--- src/rtl/far_call_pkg.sv ---
package far_call_pkg;
  typedef enum logic [1:0] {
    ST_NONE   = 2'b00,
    ST_BRANCH = 2'b01,
    ST_UNDEF  = 2'b10
  } fc_status_e;

  typedef enum logic [2:0] {
    K_OTHER,
    K_HI_LO,
    K_HI_LOX,
    K_HI_ONLY,
    K_LO,
    K_LOX,
    K_LOX_BAD
  } fc_kind_e;

  localparam int OPW = 5;
  localparam logic [OPW-1:0] OP_HI  = 5'd30;
  localparam logic [OPW-1:0] OP_LO  = 5'd31;
  localparam logic [OPW-1:0] OP_LOX = 5'd29;
endpackage

--- src/rtl/fc_half_sel.sv ---
module fc_half_sel #(
  parameter int HW = 16
) (
  input  logic [2*HW-1:0] word,
  input  logic            big,
  output logic [HW-1:0]   cur,
  output logic [HW-1:0]   nxt
);
  always_comb begin
    if (big) begin
      cur = word[2*HW-1:HW];
      nxt = word[HW-1:0];
    end else begin
      cur = word[HW-1:0];
      nxt = word[2*HW-1:HW];
    end
  end
endmodule

--- src/rtl/fc_classify.sv ---
module fc_classify
  import far_call_pkg::*;
#(
  parameter int HW = 16
) (
  input  logic [HW-1:0] cur,
  input  logic [HW-1:0] nxt,
  input  logic          v5,
  output fc_kind_e      kind
);
  localparam int OPL = HW - OPW;

  logic [OPW-1:0] op_c, op_n;
  logic           nxt_lox_ok, cur_lox_ok;

  assign op_c       = cur[HW-1:OPL];
  assign op_n       = nxt[HW-1:OPL];
  assign nxt_lox_ok = v5 && !nxt[0];
  assign cur_lox_ok = v5 && !cur[0];

  always_comb begin
    kind = K_OTHER;
    if (op_c == OP_HI) begin
      if (op_n == OP_LO)                      kind = K_HI_LO;
      else if (op_n == OP_LOX && nxt_lox_ok)  kind = K_HI_LOX;
      else                                    kind = K_HI_ONLY;
    end else if (op_c == OP_LO) begin
      kind = K_LO;
    end else if (op_c == OP_LOX) begin
      kind = cur_lox_ok ? K_LOX : K_LOX_BAD;
    end
  end
endmodule

--- src/rtl/fc_addr_gen.sv ---
module fc_addr_gen
  import far_call_pkg::*;
#(
  parameter int XLEN = 32,
  parameter int HW   = 16
) (
  input  fc_kind_e        kind,
  input  logic [HW-1:0]   cur,
  input  logic [HW-1:0]   nxt,
  input  logic [XLEN-1:0] pc_cur,
  input  logic [XLEN-1:0] pc_read,
  input  logic [XLEN-1:0] link_in,
  output logic [XLEN-1:0] tgt,
  output logic [XLEN-1:0] link_new,
  output logic            pc_wr,
  output logic            link_wr,
  output logic            xclr,
  output fc_status_e      st
);
  localparam int OFFW   = HW - OPW;
  localparam int HISH   = 12;
  localparam int SEXTW  = XLEN - OFFW - HISH;
  localparam int ZPADW  = XLEN - OFFW - 1;

  logic [XLEN-1:0] hi_link, low_base, lo_off, lox_off, sum_lo, sum_lox;
  logic [HW-1:0]   low_hw;
  logic            paired;

  assign hi_link  = pc_read + {{SEXTW{cur[OFFW-1]}}, cur[OFFW-1:0], {HISH{1'b0}}};
  assign paired   = (kind == K_HI_LO) || (kind == K_HI_LOX);
  assign low_hw   = paired ? nxt : cur;
  assign low_base = paired ? hi_link : link_in;
  assign lo_off   = {{ZPADW{1'b0}}, low_hw[OFFW-1:0], 1'b0};
  assign lox_off  = {{ZPADW{1'b0}}, low_hw[OFFW-1:1], 2'b00};
  assign sum_lo   = low_base + lo_off;
  assign sum_lox  = low_base + lox_off;

  always_comb begin
    tgt      = '0;
    link_new = '0;
    pc_wr    = 1'b0;
    link_wr  = 1'b0;
    xclr     = 1'b0;
    st       = ST_NONE;
    case (kind)
      K_HI_ONLY: begin
        link_new = hi_link;
        link_wr  = 1'b1;
        st       = ST_BRANCH;
      end
      K_HI_LO, K_LO: begin
        tgt      = sum_lo;
        link_new = (pc_cur + (paired ? XLEN'(4) : XLEN'(2))) | XLEN'(1);
        pc_wr    = 1'b1;
        link_wr  = 1'b1;
        st       = ST_BRANCH;
      end
      K_HI_LOX, K_LOX: begin
        tgt      = {sum_lox[XLEN-1:2], 2'b00};
        link_new = (pc_cur + (paired ? XLEN'(4) : XLEN'(2))) | XLEN'(1);
        pc_wr    = 1'b1;
        link_wr  = 1'b1;
        xclr     = 1'b1;
        st       = ST_BRANCH;
      end
      K_LOX_BAD: st = ST_UNDEF;
      default:   st = ST_NONE;
    endcase
  end
endmodule

--- src/rtl/far_call_unit.sv ---
module far_call_unit
  import far_call_pkg::*;
#(
  parameter int XLEN = 32,
  parameter int HW   = 16
) (
  input  logic            clk,
  input  logic            rst,
  input  logic            step,
  input  logic [2*HW-1:0] fetch_word,
  input  logic            big_end,
  input  logic            isa_v5,
  input  logic [XLEN-1:0] pc_cur,
  input  logic [XLEN-1:0] pc_read,
  input  logic [XLEN-1:0] link_in,
  output logic [XLEN-1:0] pc_out,
  output logic            pc_we,
  output logic [XLEN-1:0] link_out,
  output logic            link_we,
  output logic            state_clr,
  output logic            flush,
  output logic [1:0]      status,
  output logic            done
);
  logic [HW-1:0]   cur_hw, nxt_hw;
  fc_kind_e        kind;
  logic [XLEN-1:0] tgt_c, link_c;
  logic            pcw_c, lw_c, xclr_c;
  fc_status_e      st_c;

  fc_half_sel #(.HW(HW)) u_sel (
    .word(fetch_word), .big(big_end), .cur(cur_hw), .nxt(nxt_hw)
  );

  fc_classify #(.HW(HW)) u_cls (
    .cur(cur_hw), .nxt(nxt_hw), .v5(isa_v5), .kind(kind)
  );

  fc_addr_gen #(.XLEN(XLEN), .HW(HW)) u_gen (
    .kind(kind), .cur(cur_hw), .nxt(nxt_hw), .pc_cur(pc_cur),
    .pc_read(pc_read), .link_in(link_in), .tgt(tgt_c), .link_new(link_c),
    .pc_wr(pcw_c), .link_wr(lw_c), .xclr(xclr_c), .st(st_c)
  );

  always_ff @(posedge clk) begin
    if (rst) begin
      pc_out    <= '0;
      link_out  <= '0;
      pc_we     <= 1'b0;
      link_we   <= 1'b0;
      state_clr <= 1'b0;
      flush     <= 1'b0;
      status    <= ST_NONE;
      done      <= 1'b0;
    end else begin
      done      <= step;
      pc_we     <= step && pcw_c;
      flush     <= step && pcw_c;
      link_we   <= step && lw_c;
      state_clr <= step && xclr_c;
      if (step) begin
        pc_out   <= tgt_c;
        link_out <= link_c;
        status   <= st_c;
      end
    end
  end
endmodule

--- config.mk ---
export PLATFORM = sky130hd
export DESIGN_NAME = far_call_unit
export DESIGN_NICKNAME = d
export VERILOG_FILES = /design/src/rtl/far_call_pkg.sv /design/src/rtl/fc_half_sel.sv /design/src/rtl/fc_classify.sv /design/src/rtl/fc_addr_gen.sv /design/src/rtl/far_call_unit.sv
export SDC_FILE = /design/constraint.sdc
export NUM_CORES = 1
export LEC_CHECK = 0
export BUFFER_PORTS_ARGS = -buffer_cell sky130_fd_sc_hd__buf_2
export CORE_UTILIZATION = 50
export DETAILED_ROUTE_END_ITERATION = 8
export PLACE_DENSITY = 0.82
export SLEW_MARGIN = 0
export SYNTH_ARGS = -nofsm -noshare
export SYNTH_HDL_FRONTEND = slang
export SYNTH_SLANG_ARGS = --single-unit
--- constraint.sdc ---
create_clock -name clk -period 7.1 [get_ports clk]
set_input_delay 0.355 -clock clk [delete_from_list [all_inputs] [get_ports clk]]
set_output_delay 0.355 -clock clk [all_outputs]
set_load 0.03 [all_outputs]
==> impl_metrics.tcl <==
set metrics [dict create \
    clkPwrFrac_pct 33.6 \
    worstPathCellList "buf_2 > and2b_1 > a22oi_1 > a211o_1 > nand2_4 > inv_4 > xnor2_1 > buf_4 > mux2_2 > ha_1 > o21a_1 > o21ai_0 > a21oi_1 > o41a_1 > o221ai_1 > nor4_1 > and4bb_2 > xor2_1 > nor2_1 > a221o_1" \
    tightest_slew_ns 0.889 \
    vias 7818 \
    pwr_density_cell_nw_per_um2 163 \
    remaining_drc_errors 0 \
    slowest_delay_ns 0.76 \
    fp.coreArea_sq_um 13400 \
    tns_ns 0 \
    final_antenna_net_count 0 \
    required_ns 7.33 \
    ctsHtreeMaxLevel 3 \
    path_max_fanout 22 \
    hp-class "primary input to flop" \
    clock-sinks 70 \
    fin_worst_skew_ns 0 \
    hold_viol 0 \
    comb_power_share_pct 36.0 \
    drv_slew 0 \
    wire_per_inst_um 18.8 \
    pin_count 204 \
    synthToLayoutAreaGrowth_pct 20.7 \
    synth-seq-cells 70 \
    status "completed" \
    crit_arrival_ns 5.94 \
    path_class "primary input to flop" \
    worst_setup_path_start_kind "primary input" \
    final_util_pct 62.5 \
    grt_pass1_vias 7252 \
    p_leak_nw 3.61 \
    vdd_drop_max_uv 112 \
    nets 1245 \
    fmax_mhz 175 \
    seqPwrFrac_pct 30.4 \
    hpwl_um 18500 \
    ys.flop_type "dfxtp_1" \
    clockBufferDepth 2 \
    drive_above_1_share_pct 26.4 \
    seq_area_frac_synth_pct 20.2 \
    rr_worst_depth 2 \
    finalWirelength_um 23600 \
    num_rows 42 \
    slowest_stage "nor4_1" \
    max_cap_viol_count 0 \
    drtPass1Iterations 8 \
    grt_usage_pct 32.5 \
    grt_overflow 0 \
    cp-end-kind "flop" \
    synth_edf_count 0 \
    cts_repair_resize_count 0 \
    slew_headroom_pct 40.2 \
    die_h_um 120 \
    root_buffer "clkbuf_16" \
    power_switching_uw 488 \
    synth_warnings 0 \
    clock_latency_ns 0.34 \
    fillers 1232 \
    antenna_found_initial 1 \
    clk_pin_slew_ns 0.06 \
    syn_nets 1064 \
    via_per_inst 6.22 \
    numCtsBuffers 9 \
    grt_max_degree 78 \
    tritoncts "done" \
    portBuffers 202 \
    sw_frac_of_total_pct 35.7 \
    ys_async_sr_fraction_pct 0 \
    rsz0062_at_grt "no" \
    setup_viol_count_final 0 \
    min_period_ns 5.71 \
    r2r_setup_slack_ns 6.28 \
    start_util_pct 51.8 \
    die_w_um 120 \
    cts_setup_buffers 0 \
    postCtsHoldBufs 0 \
    grt_pass1_wl_um 36600 \
    place_congestion 0.940 \
    netlist_instances 895 \
    postSynthAreaPerCell_sq_um 7.76 \
    first_iter_violations 647 \
    hold_depth 3 \
    dieArea_sq_um 14400 \
    syn_area_sq_um 6950 \
    p_int_uw 879 \
    min_period_over_period_pct 80.4 \
    ys_types 89 \
]
## through the flow
step,area (sq um),hold WS [ns],power [mW],setup slack [ns],std cells
after floorplan,6950,0.540,0.752,1.88,895
after global placement,8090,0.433,0.904,1.25,1241
after detailed placement,8090,0.451,0.907,1.13,1241
after CTS,8380,0.326,1.36,1.48,1255
after global routing,8380,0.345,1.43,1.08,1256
final,8380,0.320,1.37,1.39,1256
## state kept, by name, indices dropped and copies added, names as in the netlist
name	count
link_out	32
pc_out	32
status	2
done	1
flush	1
link_we	1
state_clr	1
## Yosys cell counts, drive strengths merged, types with 13 or more instances
cell type | count | area, sq um
nand4 | 14 | 93.8
and3 | 13 | 81.3
ha | 32 | 400
xor2 | 24 | 210
a211oi | 37 | 308
nand3 | 34 | 170
mux2 | 24 | 270
xnor2 | 48 | 420
nor3 | 25 | 125
a21o | 21 | 159
a22oi | 46 | 345
nand2 | 104 | 405
mux2i | 15 | 150
o21ai | 40 | 208
inv | 21 | 81.3
a21oi | 43 | 234
dfxtp | 70 | 1400
clkbuf | 37 | 140
nor2 | 85 | 322
## routing by layer
metal  wire [um]  GRT usage (%)  vias up  share of wire (%)
met5           0              0        -                  0
met3        1960           5.85       61                8.3
met4         773           14.8        0                3.3
li1            -              -     3731                  -
met2       11200           54.8      399                 48
met1        9640           40.2     3627                 41
## area by class of cell
| cell class | instances | area (sq um) | share of cell area, % |
|---|---|---|---|
| clock inverters | 1 | 30.0 | 0.358 |
| multi-input cells | 757 | 5270 | 62.8 |
| well taps | 176 | 220 | 2.63 |
| flip-flops and latches | 70 | 1400 | 16.7 |
| repair buffers | 216 | 1120 | 13.3 |
| clock buffers | 13 | 260 | 3.10 |
| inverters | 22 | 85.1 | 1.02 |
| diodes | 1 | 2.50 | 0.0299 |
## placed cells by master (no fill, tap or decap), types with 13 or more instances in the layout
cell,Yosys,layout
a211oi_1,34,34
a21o_1,20,20
a21oi_1,40,40
a22oi_1,46,46
and3_1,13,13
buf_2,4,202
buf_4,3,14
dfxtp_1,70,70
ha_1,32,32
inv_1,20,20
mux2_2,24,24
mux2i_1,15,15
nand2_1,102,102
nand3_1,34,34
nand4_1,13,13
nor2_1,84,83
nor3_1,25,25
o21ai_0,38,38
xnor2_1,48,48
xor2_1,24,24
## worst paths after layout
path | startpoint | to
max reg2reg | pc_out[2]$_SDFFE_PP0P_ | pc_out[2]$_SDFFE_PP0P_
min | link_in[0] | pc_out[0]$_SDFFE_PP0P_
min reg2reg | status[0]$_SDFFE_PP0P_ | status[0]$_SDFFE_PP0P_
max | big_end | pc_out[30]$_SDFFE_PP0P_
## worst max-delay path: cells and delay by family
kind | cells | cell delay [ns]
and+or+nand+nor | 5 | 1.57
muxes | 1 | 0.34
xor gates and xnor gates | 2 | 0.69
AOI/OAI and AO/OA | 8 | 1.91
adders and majority gates | 1 | 0.38
buffers and inverters | 3 | 0.69
## power by group through the flow
stage | combinational (mW) | clock (mW) | sequential [mW]
floorplan | 0.301 | 0 | 0.451
global placement | 0.481 | 0 | 0.423
detailed placement | 0.484 | 0 | 0.423
CTS | 0.486 | 0.462 | 0.415
global route | 0.533 | 0.476 | 0.416
finish | 0.492 | 0.460 | 0.415
## logic make-up (layout without fill, tap and decap cells)
| family | count (synthesis) | in the layout | synth area share [%] |
|---|---|---|---|
| other | 0 | 1 | 0 |
| XOR/XNOR | 73 | 73 | 9.40 |
| flip-flops | 70 | 70 | 20.2 |
| AO/OA/AOI/OAI | 287 | 287 | 31.0 |
| adder cells (fa/ha/maj) | 36 | 36 | 6.92 |
| buffers and inverters | 68 | 252 | 4.07 |
| multiplexers | 39 | 39 | 6.05 |
| AND/OR/NAND/NOR | 322 | 322 | 22.4 |
No activity file was read; power rests on OpenSTA's default activity.
